## config.mk

```make
export PLATFORM = sky130hd
export DESIGN_NAME = tso_store_buffer
export DESIGN_NICKNAME = d
export VERILOG_FILES = /design/src/rtl/sb_pkg.sv /design/src/rtl/sb_storage.sv /design/src/rtl/sb_forward.sv /design/src/rtl/sb_core_gate.sv /design/src/rtl/tso_store_buffer.sv
export SDC_FILE = /design/constraint.sdc
export NUM_CORES = 2
export LEC_CHECK = 0
export BUFFER_PORTS_ARGS = -buffer_cell sky130_fd_sc_hd__clkbuf_2
export CORE_MARGIN = 8
export CORE_UTILIZATION = 25
export DETAILED_ROUTE_END_ITERATION = 10
export MAX_ROUTING_LAYER = met4
export RECOVER_POWER = 100
export SYNTH_ARGS = -nofsm -noshare
export SYNTH_HDL_FRONTEND = slang
export SYNTH_SLANG_ARGS = --single-unit
```

## constraint.sdc

```tcl
create_clock -name clk -period 12.4 [get_ports clk]
set_input_delay 0.62 -clock clk [delete_from_list [all_inputs] [get_ports clk]]
set_output_delay 0.62 -clock clk [all_outputs]
set_load 0.02 [all_outputs]
```

## src/rtl/sb_pkg.sv

```systemverilog
package sb_pkg;

    localparam int unsigned ADDR_W = 32;
    localparam int unsigned DATA_W = 32;

    typedef struct packed {
        logic [ADDR_W-1:0] addr;
        logic [DATA_W-1:0] data;
    } sb_entry_t;

    function automatic logic same_word(input logic [ADDR_W-1:0] a,
                                       input logic [ADDR_W-1:0] b);
        return a[ADDR_W-1:2] == b[ADDR_W-1:2];
    endfunction

endpackage

```

## src/rtl/sb_storage.sv

```systemverilog
module sb_storage
    import sb_pkg::*;
#(
    parameter int unsigned DEPTH = 8,
    localparam int unsigned IDX_W = (DEPTH > 1) ? $clog2(DEPTH) : 1,
    localparam int unsigned CNT_W = $clog2(DEPTH + 1)
) (
    input  logic             clk,
    input  logic             rst,
    input  logic             push,
    input  sb_entry_t        push_entry,
    input  logic             pop,
    output sb_entry_t        slots [DEPTH],
    output logic [DEPTH-1:0] slot_vld,
    output logic [IDX_W-1:0] head,
    output logic [CNT_W-1:0] count,
    output sb_entry_t        head_entry
);

    sb_entry_t        entry_q [DEPTH];
    logic [DEPTH-1:0] vld_q;
    logic [IDX_W-1:0] head_q, tail_q;
    logic [CNT_W-1:0] count_q;

    function automatic logic [IDX_W-1:0] step_idx(input logic [IDX_W-1:0] p);
        return (p == IDX_W'(DEPTH - 1)) ? '0 : p + 1'b1;
    endfunction

    always_ff @(posedge clk) begin
        if (push) begin
            entry_q[tail_q] <= push_entry;
        end
    end

    always_ff @(posedge clk) begin
        if (rst) begin
            head_q  <= '0;
            tail_q  <= '0;
            count_q <= '0;
            vld_q   <= '0;
        end else begin
            if (pop) begin
                vld_q[head_q] <= 1'b0;
                head_q        <= step_idx(head_q);
            end
            if (push) begin
                vld_q[tail_q] <= 1'b1;
                tail_q        <= step_idx(tail_q);
            end
            case ({push, pop})
                2'b10:   count_q <= count_q + 1'b1;
                2'b01:   count_q <= count_q - 1'b1;
                default: count_q <= count_q;
            endcase
        end
    end

    assign slots      = entry_q;
    assign slot_vld   = vld_q;
    assign head       = head_q;
    assign count      = count_q;
    assign head_entry = entry_q[head_q];

endmodule

```

## src/rtl/sb_forward.sv

```systemverilog
module sb_forward
    import sb_pkg::*;
#(
    parameter int unsigned DEPTH = 8,
    localparam int unsigned IDX_W = (DEPTH > 1) ? $clog2(DEPTH) : 1
) (
    input  sb_entry_t         slots [DEPTH],
    input  logic [DEPTH-1:0]  slot_vld,
    input  logic [IDX_W-1:0]  head,
    input  logic [ADDR_W-1:0] lookup_addr,
    output logic              hit,
    output logic [DATA_W-1:0] hit_data
);

    // Walk from oldest (head) to newest; a later match overrides an earlier one.
    always_comb begin
        hit      = 1'b0;
        hit_data = '0;
        for (int k = 0; k < int'(DEPTH); k++) begin
            int s;
            s = int'(head) + k;
            if (s >= int'(DEPTH)) s = s - int'(DEPTH);
            if (slot_vld[IDX_W'(s)] && same_word(slots[IDX_W'(s)].addr, lookup_addr)) begin
                hit      = 1'b1;
                hit_data = slots[IDX_W'(s)].data;
            end
        end
    end

endmodule

```

## src/rtl/sb_core_gate.sv

```systemverilog
module sb_core_gate (
    input  logic st_valid,
    input  logic ld_valid,
    input  logic fence_req,
    input  logic empty,
    input  logic full,
    input  logic draining,
    output logic core_stall,
    output logic st_ready,
    output logic st_take,
    output logic ld_take
);

    always_comb begin
        core_stall = fence_req && !empty;
        st_ready   = !core_stall && (!full || draining);
        st_take    = st_valid && st_ready;
        ld_take    = ld_valid && !core_stall;
    end

endmodule

```

## src/rtl/tso_store_buffer.sv

```systemverilog
module tso_store_buffer
    import sb_pkg::*;
#(
    parameter int unsigned DEPTH = 8
) (
    input  logic              clk,
    input  logic              rst,
    input  logic              st_valid,
    input  logic [31:0]       st_addr,
    input  logic [31:0]       st_data,
    output logic              st_ready,
    input  logic              ld_valid,
    input  logic [31:0]       ld_addr,
    output logic              ld_rsp_valid,
    output logic [31:0]       ld_rsp_data,
    input  logic              fence_req,
    output logic              core_stall,
    output logic [31:0]       mem_rd_addr,
    input  logic [31:0]       mem_rd_data,
    output logic              mem_wr_valid,
    output logic [31:0]       mem_wr_addr,
    output logic [31:0]       mem_wr_data,
    input  logic              mem_wr_ready
);

    localparam int unsigned IDX_W = (DEPTH > 1) ? $clog2(DEPTH) : 1;
    localparam int unsigned CNT_W = $clog2(DEPTH + 1);

    sb_entry_t        slots [DEPTH];
    logic [DEPTH-1:0] slot_vld;
    logic [IDX_W-1:0] head;
    logic [CNT_W-1:0] occ;
    sb_entry_t        head_entry;
    sb_entry_t        new_entry;

    logic empty, full, draining, st_take, ld_take;
    logic fwd_hit;
    logic [DATA_W-1:0] fwd_data;
    logic              rsp_vld_q;
    logic [DATA_W-1:0] rsp_data_q;

    assign empty    = (occ == '0);
    assign full     = (occ == CNT_W'(DEPTH));
    assign draining = !empty && mem_wr_ready;

    assign new_entry.addr = st_addr;
    assign new_entry.data = st_data;

    sb_core_gate u_gate (
        .st_valid   (st_valid),
        .ld_valid   (ld_valid),
        .fence_req  (fence_req),
        .empty      (empty),
        .full       (full),
        .draining   (draining),
        .core_stall (core_stall),
        .st_ready   (st_ready),
        .st_take    (st_take),
        .ld_take    (ld_take)
    );

    sb_storage #(.DEPTH(DEPTH)) u_store (
        .clk        (clk),
        .rst        (rst),
        .push       (st_take),
        .push_entry (new_entry),
        .pop        (draining),
        .slots      (slots),
        .slot_vld   (slot_vld),
        .head       (head),
        .count      (occ),
        .head_entry (head_entry)
    );

    sb_forward #(.DEPTH(DEPTH)) u_fwd (
        .slots       (slots),
        .slot_vld    (slot_vld),
        .head        (head),
        .lookup_addr (ld_addr),
        .hit         (fwd_hit),
        .hit_data    (fwd_data)
    );

    always_ff @(posedge clk) begin
        if (rst) begin
            rsp_vld_q  <= 1'b0;
            rsp_data_q <= '0;
        end else begin
            rsp_vld_q <= ld_take;
            if (ld_take) begin
                rsp_data_q <= fwd_hit ? fwd_data : mem_rd_data;
            end
        end
    end

    assign ld_rsp_valid = rsp_vld_q;
    assign ld_rsp_data  = rsp_data_q;
    assign mem_rd_addr  = ld_addr;
    assign mem_wr_valid = !empty;
    assign mem_wr_addr  = head_entry.addr;
    assign mem_wr_data  = head_entry.data;

endmodule

```

== Word-level counts from Yosys, hierarchy flattened ==
Index checks and enable logic that the tools add are counted.

* Add/subtract/negate cells: 19
* Multipliers: 0
* Div/mod/pow operators: 0
* Order comparisons: 31
* Eq/ne operators: 13
* Shifts and indexed selects: 0
* Muxes and demuxes: 89
* Bitwise operators: 13
* Reduce and logical (&&, ||, !) cells: 22

{| class="wikitable"
|+ Operator list
! operator !! number
|-
| 64-bit binary-select mux with 3-bit select || 9
|-
| 64-bit two-way mux || 19
|-
| 512-bit bitwise mux || 1
|-
| 32-bit two-way mux || 9
|-
| 30-bit == test || 8
|-
| 64-bit demux with 3-bit select || 1
|-
| 3-bit by 5-bit less-than comparator with 1-bit output (second input constant) || 8
|-
| 3-bit by 4-bit greater-or-equal comparator with 1-bit output (second input constant) || 9
|-
| 4-bit greater-or-equal comparator (second input constant) || 9
|-
| 3-bit two-way mux || 10
|-
| 1-bit two-way mux || 26
|-
| 1-bit binary-select mux with 3-bit select || 8
|-
| 8-bit two-way mux || 3
|-
| 3-bit inverter || 8
|-
| 3-bit by 1-bit subtractor with 3-bit output (second input constant) || 8
|-
| 3-bit by 3-bit adder with 4-bit output (second input constant) || 4
|-
| 1-bit logical AND || 16
|-
| 3-bit by 2-bit adder with 4-bit output (second input constant) || 2
|-
| 8-bit bitwise AND || 1
|-
| 3-bit by 4-bit less-than comparator with 1-bit output (second input constant) || 2
|-
| 3-bit inverter with 4-bit output || 2
|-
| 8-bit inverter || 1
|-
| 8-bit OR || 1
|-
| 4-bit one-hot mux with 2 select lines || 1
|-
| 15 further kinds || 21
|}

* Flip-flop bits (word level): 563
* Latch bits: 0
* Memory bits (writable): 0
* Memory bits (read-only): 0
* Output and inout bits: 132
* Word-level logic and storage cells: 209
* Memories kept: 0

== Logic depth before layout (Yosys ltp) ==
* Depth after elaboration: 17
* Mapped depth: 27
* Gate-level depth less buffers: 12

== Hierarchy ==
A second synthesis with hierarchy kept.

* Cells, all modules: 3,599
* Area, all modules: 50,284.5 um^2

{| class="wikitable"
|+ By module, submodules not included
! module !! times used !! cells an instance !! area an instance (um^2) !! seq. area each (um^2)
|-
| sb_forward || 1 || 2,567 || 28,073.2 || 0.0
|-
| sb_storage || 1 || 845 || 20,424.6 || 15,735.1
|-
| tso_store_buffer || 1 || 181 || 1,741.7 || 660.6
|-
| sb_core_gate || 1 || 6 || 45.0 || 0.0
|}

== Worst setup path before layout ==
No wires, ideal clock.

* Path type: register to register
* Start: register u_store.count_q[0] (netlist: u_store.count[0])
* End: register u_store.entry_q (netlist bit u_store.slots[448]) (enable)
* Arrival time: 7.927 ns
* Required time: 11.750 ns
* Path slack: 3.823 ns
* Cell stages (with the launch flop): 5
* Path buffers: 0
* Period minus slack after synthesis: 8.577 ns
* Cell sequence: dfxtp_1 > or4_1 > o21ai_0 > nand2_1 > nor4_1

* Cells in the longest elaborated chain, start to end: 6
* Elaborated cells between the ends (all ways): 10
* Those cells by class: 1 x eq/ne; 9 x reduce/logical

{| class="wikitable"
|+ RTL lines
! what !! line !! text
|-
| start: declaration || sb_storage.sv:23 || <nowiki>logic [CNT_W-1:0] count_q;</nowiki>
|-
| start signal: assignment || sb_storage.sv:51 || <nowiki>2'b10: count_q <= count_q + 1'b1;</nowiki>
|-
| start signal: assignment || sb_storage.sv:52 || <nowiki>2'b01: count_q <= count_q - 1'b1;</nowiki>
|-
| start signal: assignment || sb_storage.sv:53 || <nowiki>default: count_q <= count_q;</nowiki>
|-
| 4-bit logical NOT * || tso_store_buffer.sv:42 || <nowiki>assign empty = (occ == '0);</nowiki>
|-
| 1-bit logical NOT * || n/a ||
|-
| net mem_wr_valid || tso_store_buffer.sv:20 || <nowiki>output logic mem_wr_valid,</nowiki>
|-
| 1-bit logical AND (on tied branches) || sb_core_gate.sv:15, tso_store_buffer.sv:44 ||
|-
| 1-bit logical NOT or 1-bit logical OR (tied branches) || sb_core_gate.sv:16 || <nowiki>st_ready = !core_stall && (!full || draining);</nowiki>
|-
| 1-bit logical AND * || sb_core_gate.sv:16 ||
|-
| net st_ready || tso_store_buffer.sv:11 || <nowiki>output logic st_ready,</nowiki>
|-
| 1-bit logical AND * || sb_core_gate.sv:17 || <nowiki>st_take = st_valid && st_ready;</nowiki>
|-
| end signal: indexed assignment || sb_storage.sv:31 || <nowiki>entry_q[tail_q] <= push_entry;</nowiki>
|-
| end: declaration || sb_storage.sv:20 || <nowiki>sb_entry_t entry_q [DEPTH];</nowiki>
|}

The timed path passes the listed nets; every way through them passes the cells marked *.
A chain may end at the register's enable or synchronous reset.

== Final worst setup path ==
* Start: register u_store.head_q[0] (netlist: u_store.head[0])
* End: register rsp_data_q[2] (netlist: ld_rsp_data[2])

* Cells in the longest elaborated chain, start to end: 17
* Elaborated cells between the ends (all ways): 120
* Those cells by class: 15 x add/sub; 8 x order compare; 8 x eq/ne; 73 x mux; 8 x bitwise; 8 x reduce/logical

{| class="wikitable"
|+ RTL lines
! what !! line !! text
|-
| start: declaration || sb_storage.sv:22 || <nowiki>logic [IDX_W-1:0] head_q, tail_q;</nowiki>
|-
| start signal: assignment || sb_storage.sv:44 || <nowiki>head_q <= step_idx(head_q);</nowiki>
|-
| 3-bit by 1-bit adder with 4-bit output, or another cell as far along || sb_forward.sv:21 || <nowiki>s = int'(head) + k;</nowiki>
|-
| 4-bit greater-or-equal comparator, or another cell as far along || sb_forward.sv:22 || <nowiki>if (s >= int'(DEPTH)) s = s - int'(DEPTH);</nowiki>
|-
| 3-bit two-way mux or 3-bit inverter (tied branches) || sb_forward.sv:22, sb_forward.sv:23, sb_forward.sv:25 ||
|-
| 3-bit inverter (implied by the code) or 64-bit binary-select mux with 3-bit select (tied branches) || sb_forward.sv:23, sb_forward.sv:25 ||
|-
| 64-bit binary-select mux with 3-bit select or 64-bit two-way mux (tied branches) || sb_forward.sv:23, sb_forward.sv:25 ||
|-
| 64-bit two-way mux (implied by the code) || sb_forward.sv:25 || <nowiki>hit_data = slots[IDX_W'(s)].data;</nowiki>
|-
| 64-bit two-way mux (implied by the code) or 30-bit == test (tied branches) || sb_forward.sv:25, sb_pkg.sv:13 ||
|-
| 30-bit == test or 1-bit logical AND (tied branches) || sb_pkg.sv:13, sb_forward.sv:23 ||
|-
| 1-bit logical AND, or another cell as far along || sb_forward.sv:23 || <nowiki>if (slot_vld[IDX_W'(s)] && same_word(slots[IDX_W'(s)].addr, lookup_addr)) begin</nowiki>
|-
| 32-bit two-way mux or 1-bit two-way mux (tied branches) (7 in series) || sb_forward.sv:23 ||
|-
| 32-bit two-way mux * || tso_store_buffer.sv:91 || <nowiki>rsp_data_q <= fwd_hit ? fwd_data : mem_rd_data;</nowiki>
|-
| end signal: assignment || tso_store_buffer.sv:91 ||
|-
| end: declaration || tso_store_buffer.sv:40 || <nowiki>logic [DATA_W-1:0] rsp_data_q;</nowiki>
|}

Every way passes the cells marked *; elsewhere a longest branch is shown, timed or not. The select of a mux whose other input is x is not followed.

==> impl_metrics.env <==
export IMPL_synth_top_cells_by_area="edfxtp_1 35%, mux4_2 25%, mux2i_1 8.6%"
export IMPL_nets=3765
export IMPL_grt_ovfl_total=0
export IMPL_clockBufferDepth=3
export IMPL_dieWidth_um=436
export IMPL_postSynthAreaPerCell_um2=12.3
export IMPL_root_buffer="clkbuf_16"
export IMPL_worst_path_max_fanout=55
export IMPL_clock_sinks=563
export IMPL_slew_headroom_pct=-200
export IMPL_worst_r2r_path_depth=16
export IMPL_drive_above_1_share_pct=22.0
export IMPL_io_buffer_count=261
export IMPL_hold_viol_final=0
export IMPL_netlist_area_um2=44100
export IMPL_grt_pass1_vias=32600
export IMPL_via_count=34400
export IMPL_ys_types=75
export IMPL_ir_drop_mv=0.144
export IMPL_hp_start="mem_rd_data[0]"
export IMPL_synth_edf_count=512
export IMPL_fillers=18100
export IMPL_place_congestion=1.09
export IMPL_post_cts_buffers=0
export IMPL_totalWireLength_um=169000
export IMPL_viasPerCell=5.71
export IMPL_timing_fmax_mhz=104
export IMPL_die_area_um2=190000
export IMPL_grt_max_degree=115
export IMPL_antenna_found_initial=32
export IMPL_syn_to_final_growth_pct=10.7
export IMPL_grt_pass1_wl_um=241000
export IMPL_final_core_util_pct=27.8
export IMPL_synth_common_cells="512 x edfxtp_1, 499 x mux4_2, 487 x nand2_1, 380 x mux2i_1, 218 x nor2_1"
export IMPL_final_seq_area_um2=16400
export IMPL_yosysTopAreaCellShare_pct=34.9
export IMPL_worstHoldPathCells=3
export IMPL_initialDrtViolationCount=4450
export IMPL_power_mw=9.36
export IMPL_io_pins=266
export IMPL_grt_usage_pct=17.3
export IMPL_hold_path_end="ld_rsp_data[0]"
export IMPL_finalCriticalPeriod_ns=9.58
export IMPL_violations="capacitance limit, slew limit"
export IMPL_fin_setup_tns_ns=0
export IMPL_rows=154
export IMPL_async_reset_ff_share_pct=0
export IMPL_r2r_end="ld_rsp_data[2]"
export IMPL_postCtsHoldBufs=0
export IMPL_p_leak_nw=15.0
export IMPL_htree_levels=2
export IMPL_dp_hpwl_um=118000
export IMPL_drtAntennaViolNets=0
export IMPL_clk_pin_slew_ns=0.07
export IMPL_synth_top_flop_cell="edfxtp_1"
export IMPL_synth_nets=3728
export IMPL_grt_setup_unrepaired="no"
export IMPL_first_pass_iters=8
export IMPL_syn_inst=3581
export IMPL_cts_tree="built"
export IMPL_setup_violations=0
export IMPL_synth_seq_area_share_pct=37.2
export IMPL_synth_top_area_cell="edfxtp_1"
export IMPL_fp_dieH_um=436
export IMPL_worstPathArrival_ns=10.13
export IMPL_start_util_pct=25.1
export IMPL_cts_repair_resized=0
export IMPL_end_kind="register"
export IMPL_powerDensity_nw_per_um2=192
export IMPL_period_share_pct=77.2
export IMPL_cp_required_ns=12.96
export IMPL_status="finished with violations"
export IMPL_finalMaxSlewViolations=736
export IMPL_yosysMostFrequentCell="edfxtp_1"
export IMPL_critPathKind="reg -> reg"
export IMPL_core_area_um2=176000
export IMPL_synth_seq_cells=563
export IMPL_start_kind="register"
export IMPL_worstHoldPathType="in -> reg"
export IMPL_r2r_slack_ns=2.82
export IMPL_drc_errors=0
export IMPL_cts_made_buffers=56
export IMPL_routedWlPerCell_um=28.0
export IMPL_clk_latency_ns=0.70
export IMPL_fin_skew_ns=0.0300
export IMPL_max_cap_violations=20
export IMPL_r2r_start="u_store.head[0]"
export IMPL_yosysWarnings=0
export IMPL_multi_input_area_um2=25800
export IMPL_worstMarginPinSlew_ns=4.51
export IMPL_whs_ns=0.234
[cells by family (layout without fill, tap and decap cells)]
logic type	Yosys count	after routing	share of synthesized area, %
buf+inv	398	477	4.57
flops	563	563	37.2
compound gates	489	489	8.11
xor+xnor	194	194	3.87
simple gates	970	970	9.86
fa+ha+maj	13	13	0.386
other cells	0	26	0
mux	954	954	36.0
[stage by stage]
stage / cells / setup WS, ns / instance area [µm²]
6_report: 6026 / 2.82 / 48800
5_1_grt: 6026 / 2.32 / 48800
4_1_cts: 6000 / 4.96 / 49100
3_5_place_dp: 5900 / 5.01 / 47200
3_3_place_gp: 5900 / 5.06 / 47200
2_1_floorplan: 3581 / 3.82 / 44100
[worst max-delay path, stage by stage, from the launching register on]
cell	delay, ns
dfxtp_1	1.13
clkinvlp_2	1.56
ha_4	1.39
buf_4	0.79
mux4_2	0.63
nand2_1	0.09
a32o_1	0.31
o2111ai_1	0.33
nor3_1	0.28
nand3_2	0.14
buf_4	0.36
o22ai_1	0.25
buf_4	0.54
or4b_2	0.63
buf_4	0.54
and4b_1	0.27
a21oi_1	0.07
[final cells by class]
class | count | share of cell area [%]
Sequential cell | 563 | 33.6
Clock inverter | 38 | 0.858
Multi-Input combinational cell | 2620 | 52.9
Timing Repair Buffer | 335 | 3.25
Inverter | 42 | 0.336
Clock buffer | 62 | 2.98
Antenna cell | 26 | 0.133
Tap cell | 2340 | 6.00
[how the worst max path moves through the flow]
| stage | end | slack, ns | startpoint |
|---|---|---|---|
| after floorplan | u_store.slots[448] | 3.82 | u_store.count[0] |
| after global placement | ld_rsp_data[6] | 5.06 | u_store.head[2] |
| after detailed placement | ld_rsp_data[4] | 5.01 | u_store.head[1] |
| after CTS | ld_rsp_data[4] | 4.96 | u_store.head[1] |
| after global routing | ld_rsp_data[2] | 2.32 | u_store.head[0] |
| final | ld_rsp_data[2] | 2.82 | u_store.head[0] |
[cells in the final DEF (no fill, tap or decap), drive strengths merged, types with 35 or more instances in the layout]
cell    synthesis  layout
o22ai          48      48
mux2           75      75
dfxtp          51      51
inv            35      37
buf           225      52
o31ai          68      68
a211oi         37      37
a21oi          76      76
mux2i         380     380
mux4          499     499
nor3           53      53
nand2         487     487
clkbuf        131     345
nor2          220     220
xnor2         164     164
a211o          35      35
nand3          43      43
a22oi          72      72
edfxtp        512     512
[flip-flops by register name, indices dropped and copies added (netlist names)]
signal,flops
u_store.tail_q,3
u_store.slots,512
u_store.slot_vld,8
ld_rsp_data,32
u_store.head,3
ld_rsp_valid,1
u_store.count,4
[power by group]
group / total, mW / switching (mW) / internal (mW)
clock network: 1.78 / 0.804 / 0.976
logic: 5.15 / 3.05 / 2.10
registers: 2.42 / 0.173 / 2.25
total: 9.36 / 4.03 / 5.33
[routing by layer]
metal | wire, µm | GRT usage (%) | part of all wire, % | vias up
li1 | - | - | - | 14300
met1 | 60700 | 20.0 | 36 | 17500
met2 | 80800 | 27.7 | 48 | 2068
met3 | 13700 | 2.53 | 8.1 | 472
met4 | 13800 | 11.9 | 8.1 | 0
met5 | 0 | - | 0 | -
Note: power is estimated with default switching activity, not from simulation.
